<file path="src/rtl/dacfe_pkg.sv">
package dacfe_pkg;

  localparam int NUM_CH   = 4;
  localparam int FRAME_W  = 32;
  localparam int CMD_LO   = 24;
  localparam int ADDR_LO  = 20;
  localparam int DATA_MSB = 19;
  localparam int MODE_LO  = 8;
  localparam int MODE_W   = 2;

  typedef enum logic [3:0] {
    OP_WR_IN      = 4'd0,
    OP_UPD        = 4'd1,
    OP_WR_UPD_ALL = 4'd2,
    OP_WR_UPD     = 4'd3,
    OP_PWR        = 4'd4,
    OP_CLR        = 4'd5,
    OP_MASK       = 4'd6,
    OP_SOFT_RST   = 4'd7,
    OP_CHAIN      = 4'd8
  } op_e;

  typedef struct packed {
    logic wr_in;      // load input register from frame data
    logic load_dac;   // load output register
    logic from_data;  // output register source: 1 = frame data, 0 = input register
    logic clr_dac;    // zero output register
    logic zero_all;   // zero everything in the channel
    logic pd_wr;      // load power-down mode
  } ch_ctl_t;

endpackage

</file>
<file path="src/rtl/spi_frame_rx.sv">
module spi_frame_rx
  import dacfe_pkg::*;
#(
  parameter int FRAME_BITS = FRAME_W
) (
  input  logic                  clk,
  input  logic                  rst,
  input  logic                  sclk,
  input  logic                  cs_n,
  input  logic                  mosi,
  output logic                  frame_vld,
  output logic [FRAME_BITS-1:0] frame
);

  localparam int CNT_W = $clog2(FRAME_BITS + 2) + 1;

  logic [2:0]            sclk_p;
  logic [2:0]            cs_p;
  logic [1:0]            mosi_p;
  logic [CNT_W-1:0]      bit_cnt;
  logic [FRAME_BITS-1:0] shift_q;
  logic                  sclk_fall;
  logic                  cs_rise;

  always_ff @(posedge clk) begin
    if (rst) begin
      sclk_p <= '1;
      cs_p   <= '1;
      mosi_p <= '0;
    end else begin
      sclk_p <= {sclk_p[1:0], sclk};
      cs_p   <= {cs_p[1:0], cs_n};
      mosi_p <= {mosi_p[0], mosi};
    end
  end

  assign sclk_fall = sclk_p[2] & ~sclk_p[1] & ~cs_p[1];
  assign cs_rise   = cs_p[1] & ~cs_p[2];

  always_ff @(posedge clk) begin
    if (rst) begin
      bit_cnt   <= '0;
      shift_q   <= '0;
      frame_vld <= 1'b0;
    end else begin
      frame_vld <= cs_rise && (bit_cnt == CNT_W'(FRAME_BITS));
      if (cs_p[1]) begin
        bit_cnt <= '0;
      end else if (sclk_fall) begin
        shift_q <= {shift_q[FRAME_BITS-2:0], mosi_p[1]};
        if (bit_cnt != '1) bit_cnt <= bit_cnt + 1'b1;
      end
    end
  end

  assign frame = shift_q;

  // a frame of the wrong length never raises the valid pulse
  p_len_r1: assert property (@(posedge clk) disable iff (rst)
    (cs_rise && bit_cnt != CNT_W'(FRAME_BITS)) |=> !frame_vld);

  // a valid pulse lasts one cycle
  p_pulse_r1: assert property (@(posedge clk) disable iff (rst)
    frame_vld |=> !frame_vld);

endmodule

</file>
<file path="src/rtl/cmd_ctrl.sv">
module cmd_ctrl
  import dacfe_pkg::*;
#(
  parameter int RES = 16
) (
  input  logic                     clk,
  input  logic                     rst,
  input  logic                     frame_vld,
  input  logic [FRAME_W-1:0]       frame,
  input  logic                     ldac_act,
  output ch_ctl_t [NUM_CH-1:0]     ctl,
  output logic [RES-1:0]           data,
  output logic [MODE_W-1:0]        pd_val,
  output logic                     chain_q
);

  logic [3:0]        cmd;
  logic [3:0]        addr;
  logic [NUM_CH-1:0] sel;
  logic [NUM_CH-1:0] bit_mask;
  logic [NUM_CH-1:0] mask_q;

  assign cmd      = frame[CMD_LO +: 4];
  assign addr     = frame[ADDR_LO +: 4];
  assign data     = frame[DATA_MSB -: RES];
  assign pd_val   = frame[MODE_LO +: MODE_W];
  assign bit_mask = frame[NUM_CH-1:0];

  always_comb begin
    if (addr == 4'hF)             sel = '1;
    else if (addr[3:2] == 2'b00)  sel = NUM_CH'(1) << addr[1:0];
    else                          sel = '0;
  end

  always_comb begin
    for (int c = 0; c < NUM_CH; c++) begin
      ctl[c] = '0;
      if (frame_vld) begin
        case (cmd)
          OP_WR_IN: ctl[c].wr_in = sel[c];
          OP_UPD:   ctl[c].load_dac = sel[c];
          OP_WR_UPD_ALL: begin
            ctl[c].wr_in     = sel[c];
            ctl[c].load_dac  = 1'b1;
            ctl[c].from_data = sel[c];
          end
          OP_WR_UPD: begin
            ctl[c].wr_in     = sel[c];
            ctl[c].load_dac  = sel[c];
            ctl[c].from_data = sel[c];
          end
          OP_PWR:      ctl[c].pd_wr    = bit_mask[c];
          OP_CLR:      ctl[c].clr_dac  = 1'b1;
          OP_SOFT_RST: ctl[c].zero_all = 1'b1;
          default:     ctl[c] = '0;
        endcase
      end else if (ldac_act) begin
        ctl[c].load_dac = ~mask_q[c];
      end
    end
  end

  always_ff @(posedge clk) begin
    if (rst) begin
      mask_q  <= '0;
      chain_q <= 1'b0;
    end else if (frame_vld) begin
      if (cmd == OP_MASK)     mask_q  <= bit_mask;
      if (cmd == OP_SOFT_RST) mask_q  <= '0;
      if (cmd == OP_CHAIN)    chain_q <= 1'b1;
    end
  end

  // the reset command leaves the strobe mask cleared
  p_mask_clr_r8: assert property (@(posedge clk) disable iff (rst)
    (frame_vld && cmd == OP_SOFT_RST) |=> (mask_q == '0));

  // the chain command raises the flag
  p_chain_r10: assert property (@(posedge clk) disable iff (rst)
    (frame_vld && cmd == OP_CHAIN) |=> chain_q);

  // a masked channel never receives a strobe load
  p_mask_r9: assert property (@(posedge clk) disable iff (rst)
    (!frame_vld && ldac_act) |-> ((mask_q & {ctl[3].load_dac, ctl[2].load_dac,
                                             ctl[1].load_dac, ctl[0].load_dac}) == '0));

endmodule

</file>
<file path="src/rtl/dac_channel.sv">
module dac_channel
  import dacfe_pkg::*;
#(
  parameter int RES = 16
) (
  input  logic              clk,
  input  logic              rst,
  input  ch_ctl_t           ctl,
  input  logic [RES-1:0]    data,
  input  logic [MODE_W-1:0] pd_val,
  output logic [RES-1:0]    dac_q,
  output logic [MODE_W-1:0] mode_q
);

  logic [RES-1:0] in_q;

  always_ff @(posedge clk) begin
    if (rst || ctl.zero_all) begin
      in_q   <= '0;
      dac_q  <= '0;
      mode_q <= '0;
    end else begin
      if (ctl.wr_in) in_q <= data;
      if (ctl.clr_dac)       dac_q <= '0;
      else if (ctl.load_dac) dac_q <= ctl.from_data ? data : in_q;
      if (ctl.pd_wr) mode_q <= pd_val;
    end
  end

  // clear zeroes the output register
  p_clear_r7: assert property (@(posedge clk) disable iff (rst)
    (ctl.clr_dac && !ctl.zero_all) |=> (dac_q == '0));

  // the reset command zeroes the whole channel
  p_zero_r8: assert property (@(posedge clk) disable iff (rst)
    ctl.zero_all |=> (in_q == '0 && dac_q == '0 && mode_q == '0));

  // a direct load takes the frame data
  p_wr_upd_r3: assert property (@(posedge clk) disable iff (rst)
    (ctl.load_dac && ctl.from_data && !ctl.clr_dac && !ctl.zero_all)
      |=> (dac_q == $past(data)));

  // a power-down write stores the mode field
  p_mode_r6: assert property (@(posedge clk) disable iff (rst)
    (ctl.pd_wr && !ctl.zero_all) |=> (mode_q == $past(pd_val)));

endmodule

</file>
<file path="src/rtl/quad_dac_frontend.sv">
module quad_dac_frontend
  import dacfe_pkg::*;
#(
  parameter int RES = 16
) (
  input  logic                    clk,
  input  logic                    rst,
  input  logic                    spi_sclk,
  input  logic                    spi_cs_n,
  input  logic                    spi_mosi,
  input  logic                    ldac_n,
  output logic [NUM_CH*RES-1:0]   dac_codes,
  output logic [MODE_W*NUM_CH-1:0] pd_modes,
  output logic                    chain_mode
);

  logic                 frame_vld;
  logic [FRAME_W-1:0]   frame;
  logic [1:0]           ldac_p;
  logic                 ldac_act;
  ch_ctl_t [NUM_CH-1:0] ctl;
  logic [RES-1:0]       data;
  logic [MODE_W-1:0]    pd_val;

  always_ff @(posedge clk) begin
    if (rst) ldac_p <= '1;
    else     ldac_p <= {ldac_p[0], ldac_n};
  end
  assign ldac_act = ~ldac_p[1];

  spi_frame_rx #(.FRAME_BITS(FRAME_W)) i_rx (
    .clk       (clk),
    .rst       (rst),
    .sclk      (spi_sclk),
    .cs_n      (spi_cs_n),
    .mosi      (spi_mosi),
    .frame_vld (frame_vld),
    .frame     (frame)
  );

  cmd_ctrl #(.RES(RES)) i_ctrl (
    .clk       (clk),
    .rst       (rst),
    .frame_vld (frame_vld),
    .frame     (frame),
    .ldac_act  (ldac_act),
    .ctl       (ctl),
    .data      (data),
    .pd_val    (pd_val),
    .chain_q   (chain_mode)
  );

  for (genvar c = 0; c < NUM_CH; c++) begin : g_ch
    dac_channel #(.RES(RES)) i_ch (
      .clk    (clk),
      .rst    (rst),
      .ctl    (ctl[c]),
      .data   (data),
      .pd_val (pd_val),
      .dac_q  (dac_codes[c*RES +: RES]),
      .mode_q (pd_modes[c*MODE_W +: MODE_W])
    );
  end

  // undefined commands leave outputs untouched
  p_ignore_r11: assert property (@(posedge clk) disable iff (rst)
    (frame_vld && frame[CMD_LO +: 4] > 4'd8 && !ldac_act)
      |=> ($stable(dac_codes) && $stable(pd_modes) && $stable(chain_mode)));

endmodule

</file>
<file path="config.mk">
export PLATFORM = sky130hd
export DESIGN_NAME = quad_dac_frontend
export DESIGN_NICKNAME = d
export VERILOG_FILES = /design/src/rtl/dacfe_pkg.sv /design/src/rtl/spi_frame_rx.sv /design/src/rtl/cmd_ctrl.sv /design/src/rtl/dac_channel.sv /design/src/rtl/quad_dac_frontend.sv
export SDC_FILE = /design/constraint.sdc
export NUM_CORES = 1
export LEC_CHECK = 0
export ABC_AREA = 1
export CORE_MARGIN = 4
export CORE_UTILIZATION = 30
export CTS_BUF_LIST = sky130_fd_sc_hd__clkbuf_8
export CTS_CLUSTER_SIZE = 16
export DETAILED_ROUTE_END_ITERATION = 6
export PLACE_DENSITY_LB_ADDON = 0.08
export SLEW_MARGIN = 25
export SYNTH_ARGS = -nofsm -noshare
export SYNTH_HDL_FRONTEND = slang
export SYNTH_SLANG_ARGS = --single-unit
</file>
<file path="constraint.sdc">
create_clock -name clk -period 1.61 [get_ports clk]
set_input_delay 0.322 -clock clk [delete_from_list [all_inputs] [get_ports clk]]
set_output_delay 0.322 -clock clk [all_outputs]
set_load 0.005 [all_outputs]
</file>
Word level (Yosys, flattened, before mapping)
Cells that the tools add are included.
- equality and inequality tests: 11
- order comparisons: 0
- multiply operators: 0
- reduce and logical (&&, ||, !) cells: 20
- bitwise gates (word level): 10
- shifts and indexed selects: 1
- divide/modulo/power cells: 0
- multiplexer cells: 42
- add/subtract/negate cells: 1
- operators with widths (operator ; count):
    $mux W16 ; 4
    $mux W4 ; 8
    $mux W1 ; 26
    $eq A4 B3 Y1 const B ; 4
    $reduce_or A2 Y1 ; 7
    $eq A4 B2 Y1 const B ; 2
    $eq A4 B4 Y1 const B ; 2
    $pmux W1 S2 ; 4
    $reduce_and A2 Y1 ; 4
    $add A7 B1 Y7 const B ; 1
    $eq A7 B6 Y1 const B ; 1
    $ne A7 B7 Y1 const B ; 1
    $not A1 Y1 ; 7
    $eq A4 B1 Y1 const B ; 1
    $logic_not A4 Y1 ; 1
    $logic_or A1 B1 Y1 ; 4
    $shl A1 B2 Y4 const A ; 1
    $and A1 B1 Y1 ; 3
    $reduce_or A3 Y1 ; 1
    $logic_not A2 Y1 ; 1
    $reduce_bool A2 Y1 ; 1
    $logic_and A1 B1 Y1 ; 1
- output and inout bits: 73
- input port bits: 6
- memory bits (read-only): 0
- bits in latches: 0
- logic and storage cells: 106
- memories: 0
- register bits after elaboration: 187
- bits in writable memories: 0

Longest topological paths before layout
- word-level depth: 7
- depth in mapped cells: 10
- depth with buffers taken out: 10

Hierarchy
Synthesis repeated with hierarchy kept, for this count alone.
- cells, all modules: 1360
- area, all modules: 9211.3 sq um
- modules (own cells, without submodules) (module ; cells an instance ; sequential area each (sq um) ; area each (sq um) ; times used):
    dac_channel ; 251 ; 680.7 ; 1672.9 ; 4
    spi_frame_rx ; 226 ; 960.9 ; 1774.2 ; 1
    cmd_ctrl ; 122 ; 100.1 ; 683.2 ; 1
    quad_dac_frontend ; 8 ; 40.0 ; 62.6 ; 1

Worst setup path after synthesis
Ideal clock, no wire load.
- kind: register to register
- start point: register i_rx.frame_vld
- end point: register g_ch[3].i_ch.in_q[12]
- data required time: 1482 ps
- slack: 119 ps
- setup time: 128 ps
- stages on the path, launching flop included: 10
- period minus slack after synthesis: 1491 ps
- buffers on the path: 2
- arrival time: 1363 ps
- path through: dfxtp_1 inv_2 nor2_4 nand2_2 o21ai_4 inv_2 buf_6 buf_6 o21ai_1 a21oi_1
- cells in the longest elaborated chain, start to end: 2
- elaborated cells on any way between the ends: 3
- classes of those cells: mux: 2; reduce/logical: 1
- RTL lines (what ; line ; RTL):
    from (decl) ; spi_frame_rx.sv:11 ; output logic frame_vld,
    from (signal assigned) ; spi_frame_rx.sv:46 ; frame_vld <= cs_rise && (bit_cnt == CNT_W'(FRAME_BITS));
    $mux W4 ; cmd_ctrl.sv:38 ; if (frame_vld) begin
    $logic_or A1 B1 Y1 ; dac_channel.sv:18 ; if (rst || ctl.zero_all) begin
    to (signal assigned) ; dac_channel.sv:23 ; if (ctl.wr_in) in_q <= data;
    to (decl) ; dac_channel.sv:15 ; logic [RES-1:0] in_q;
Several ways; a longest one is shown, not always the timed one.
A chain may end at the register's enable or synchronous reset.

Worst setup path after layout
- start point: register i_rx.shift_q[20], in the netlist i_rx.frame[20]
- end point: register g_ch[2].i_ch.dac_q[12]
- cells in the longest elaborated chain, start to end: 6
- elaborated cells on any way between the ends: 9
- classes of those cells: eq/ne: 1; shift: 1; mux: 7
- RTL lines (what ; line ; RTL):
    from (decl) ; spi_frame_rx.sv:21 ; logic [FRAME_BITS-1:0] shift_q;
    from (signal assigned) ; spi_frame_rx.sv:50 ; shift_q <= {shift_q[FRAME_BITS-2:0], mosi_p[1]};
    $shl A1 B2 Y4 ; cmd_ctrl.sv:31 ; else if (addr[3:2] == 2'b00) sel = NUM_CH'(1) << addr[1:0];
    $mux W4 ; cmd_ctrl.sv:31 ;
    $mux W4 (*) ; cmd_ctrl.sv:30 ; if (addr == 4'hF) sel = '1;
    $mux W1 ; cmd_ctrl.sv:39 ; case (cmd)
    $mux W4 ; cmd_ctrl.sv:38 ;
    $mux W16 ; dac_channel.sv:25 ; else if (ctl.load_dac) dac_q <= ctl.from_data ? data : in_q;
    to (signal assigned) ; dac_channel.sv:25 ;
    to (decl) ; dac_channel.sv:11 ; output logic [RES-1:0] dac_q,
Every way passes the cells marked *; elsewhere a longest branch is shown, timed or not.

==> results.md <==
- Share of cells above drive strength 1: 19.0%
- Final WS setup: 0.105 ns
- Overall Power: 8430 µW
- Worst r2r src: i_rx.frame[20]
- Critical path depth in cells: 10
- Maxcap violations: 0
- Final WL: 21.8 mm
- Via Count: 6,962
- Top-count cell post-synth: nand2_1
- FILL cells: 2,720
- Slowest stage delay, CP: 0.37 ns
- Synth top cells by count: nand2_1 (321), dfxtp_1 (187), a21oi_1 (151)
- Yosys top cell by area: dfxtp_1
- Total CTS buffers: 17
- DR WL/cell: 14.4 µm
- Post-placement cell count: 1,463
- Final setup fails: 0
- Ys Warns: 0
- Primary FF master, synth: dfxtp_1
- CTS clk-pin slew, worst paths: 0.10 ns
- Mean post-synth cell area: 7.20 µm²
- Crit-path max FO: 8
- I/O Buffers: 78
- Antenna cells: 0
- DIE AREA: 28,100 µm²
- Final HPWL DP: 14.5 mm
- EDFF count, synth: 0
- DR vias/cell: 4.62
- Crit path launch: i_rx.frame[20]
- Total iterations of the first detailed-routing run: 5
- CP Buf/Inv Count: 2
- Gr ovfl total: 0
- Crit-path cells: nand2_1, inv_2, nand2_2, nand2_2, nand2_2, nand2_2, nand2_4, buf_4, nand2_1, a21oi_1
- Root Buffer Master: clkbuf_8
- Leakage: 0.00402 µW
- Post-detailed-route DRC marker count: 0
- Final Cycle Share: 93.5%
- Critical path launch point type: register
- Starting Density: 30.4%
- Worst-Margin Slew: 0.491 ns
- Worst R2R End: g_ch[2].i_ch.dac_q[12]
- TritonCTS clock tree: built
- Final Hold Viols: 0
- Reg2Reg Depth: 10
- Most frequent CP cell: nand2_2
- Post-synthesis cell type count: 26
- Hold WC Path Type: input pin to register
- Synth Register Bits: 187
- H-tree levels: 4
- Power per cell area: 853 nW/µm²
- DIE HEIGHT: 168 µm
- Max_slew headroom: 67.3%
- Area after DPL: 9260 µm²
- Clock latency on the worst-skew pair: 0.46 ns
- Slew Limit Fails: 0
- Reg2Reg Setup Slack: 0.10 ns
- Setup WS pre-CTS: -0.0490 ns
- Core Rows: 58
- Fin cells: 1,508
- Top delay family on crit path: simple AND/OR/NAND/NOR gates
- Initial antenna violation count: 0
- Achievable clock frequency: 664 MHz
- Share of the synthesized area in the top cell type: 48.9%
- Die Span X: 168 µm
- Antenna Nets Post-Route: 0
- Pin count of the biggest net entering global routing: 52
- Core Region: 25,200 µm²
- Final Critical Period: 1.51 ns
- Slowest-stage cell, CP: dfxtp_2
- First-pass GRT wire length: 35.4 mm
- Nets: 1,173
- Crit path kind: register to register
- Initial DRC count: 418
- Mapped cell area: 7660 µm²
- Post-synthesis sequential area ratio: 48.9%
- Final instance area: 9890 µm²
- CTS sink count: 187
- Worst setup EP type: register
- Ranking of synthesized cells by area: dfxtp_1 (49%), nand2_1 (16%), a21oi_1 (9.9%)
- Status: completed
- Critical Path Sink: g_ch[2].i_ch.dac_q[12]
- Syn Nets: 1,072
- Layout area overhead: 29.1%
- I/O Pins: 79
- Unrepaired setup endpoints after global routing: true
- Max Clock Skew: 0.0172 ns
- Number of global-route vias before repair: 6,613
- Worst EP arrival: 1.87 ns
- Post-synth ARST share: 0%
- Utilization after layout: 39.3%
- Final RePlAce weighted congestion: 0.787
- CTS max path bufs: 2
- Synthesized instance count: 1,064
- Gr usage total: 15.5%
- Highest ir drop seen on vdd: 361 µV
- Crit path required time: 1.97 ns
-- flip-flops by register name, summed over array words and instances (netlist names) --
name and count:
g_ch.i_ch.in_q 64, i_rx.sclk_p 3, i_rx.cs_p 3, g_ch.i_ch.dac_q 64, i_rx.bit_cnt 7, ldac_p 2
i_rx.frame_vld 1, i_rx.mosi_p 2, i_ctrl.mask_q 4, g_ch.i_ch.mode_q 8, i_rx.frame 28, i_ctrl.chain_q 1
-- cells in the final DEF (no fill, tap or decap), drive strengths merged, types with 2 or more instances in the layout --
cell type / Yosys / layout
a21boi: 2 / 2
nand2: 329 / 330
or2: 6 / 6
a211oi: 2 / 2
nand4: 2 / 2
clkinv: 0 / 4
clkbuf: 47 / 19
inv: 53 / 57
dlygate4sd2: 0 / 73
dfxtp: 187 / 187
a21oi: 153 / 153
nand3: 93 / 93
o21ai: 91 / 91
nor2: 67 / 67
clkdlybuf4s50: 0 / 5
bufinv: 0 / 4
nor4: 2 / 2
buf: 27 / 77
ha: 2 / 2
-- metal layers --
layer  up-vias  wire [µm]  global-route usage [%]
met5         -          0                       0
met4         0        281                    4.34
met3        15        778                    2.62
met2       124      10000                    25.0
met1      3160      10700                    21.6
li1       3663          -                       -
-- tightest hold or removal path: cells and delay by family --
family,cells,cell delay [ns]
and+or+nand+nor,1,0.03
buffers and inverters,2,0.44
-- where the power goes --
part	total, µW	internal (µW)	switching, µW
registers	4650	4640	16.1
logic	318	118	200
clock network	3460	1760	1690
total	8430	6520	1910
-- cell families (layout without fill, tap and decap cells) --
family                     after synthesis  count (layout)  share of synthesized area [%]
buffers and inverters                  127             240                           7.03
adders and majority gates                2               2                          0.327
and+or+nand+nor                        500             501                           26.9
DFF                                    187             187                           48.9
AOI/OAI and AO/OA                      248             248                           16.9
-- metrics by stage --
stage | setup TNS [ns] | hold WS [ns]
detailed placement | -1.06 | 0.393
finish | 0 | 0.371
CTS | 0 | 0.333
global route | -0.127 | 0.374
global placement | 0 | 0.389
floorplan | 0 | 0.374
-- layout make-up --
cell class	instances	area (µm²)	share of cell area [%]
Clock buffer	19	262	2.64
Clock inverter	13	175	1.77
Sequential cell	187	3830	38.7
Multi-Input combinational cell	751	3470	35.1
Tap cell	330	413	4.18
Timing Repair Buffer	155	1540	15.6
Inverter	53	199	2.01
-- how the worst min path moves through the flow --
stage	startpoint	to	slack (ns)	cells past startpoint
floorplan	i_rx.cs_p[2]	i_rx.frame_vld	0.37	1
global placement	i_rx.cs_p[2]	i_rx.frame_vld	0.39	1
detailed placement	i_rx.cs_p[2]	i_rx.frame_vld	0.39	1
CTS	spi_mosi	i_rx.mosi_p[0]	0.33	3
global route	spi_mosi	i_rx.mosi_p[0]	0.37	3
finish	spi_mosi	i_rx.mosi_p[0]	0.37	3
-- repair_timing --
action                     4_1_cts  5_1_grt
hold buffers                     0        0
pin swaps                        1        1
setup buffers                    8        4
setup endpoints to repair      109      117
gates cloned                     0        1
resized for setup              138       38
Power figures use the tool's default switching activity.
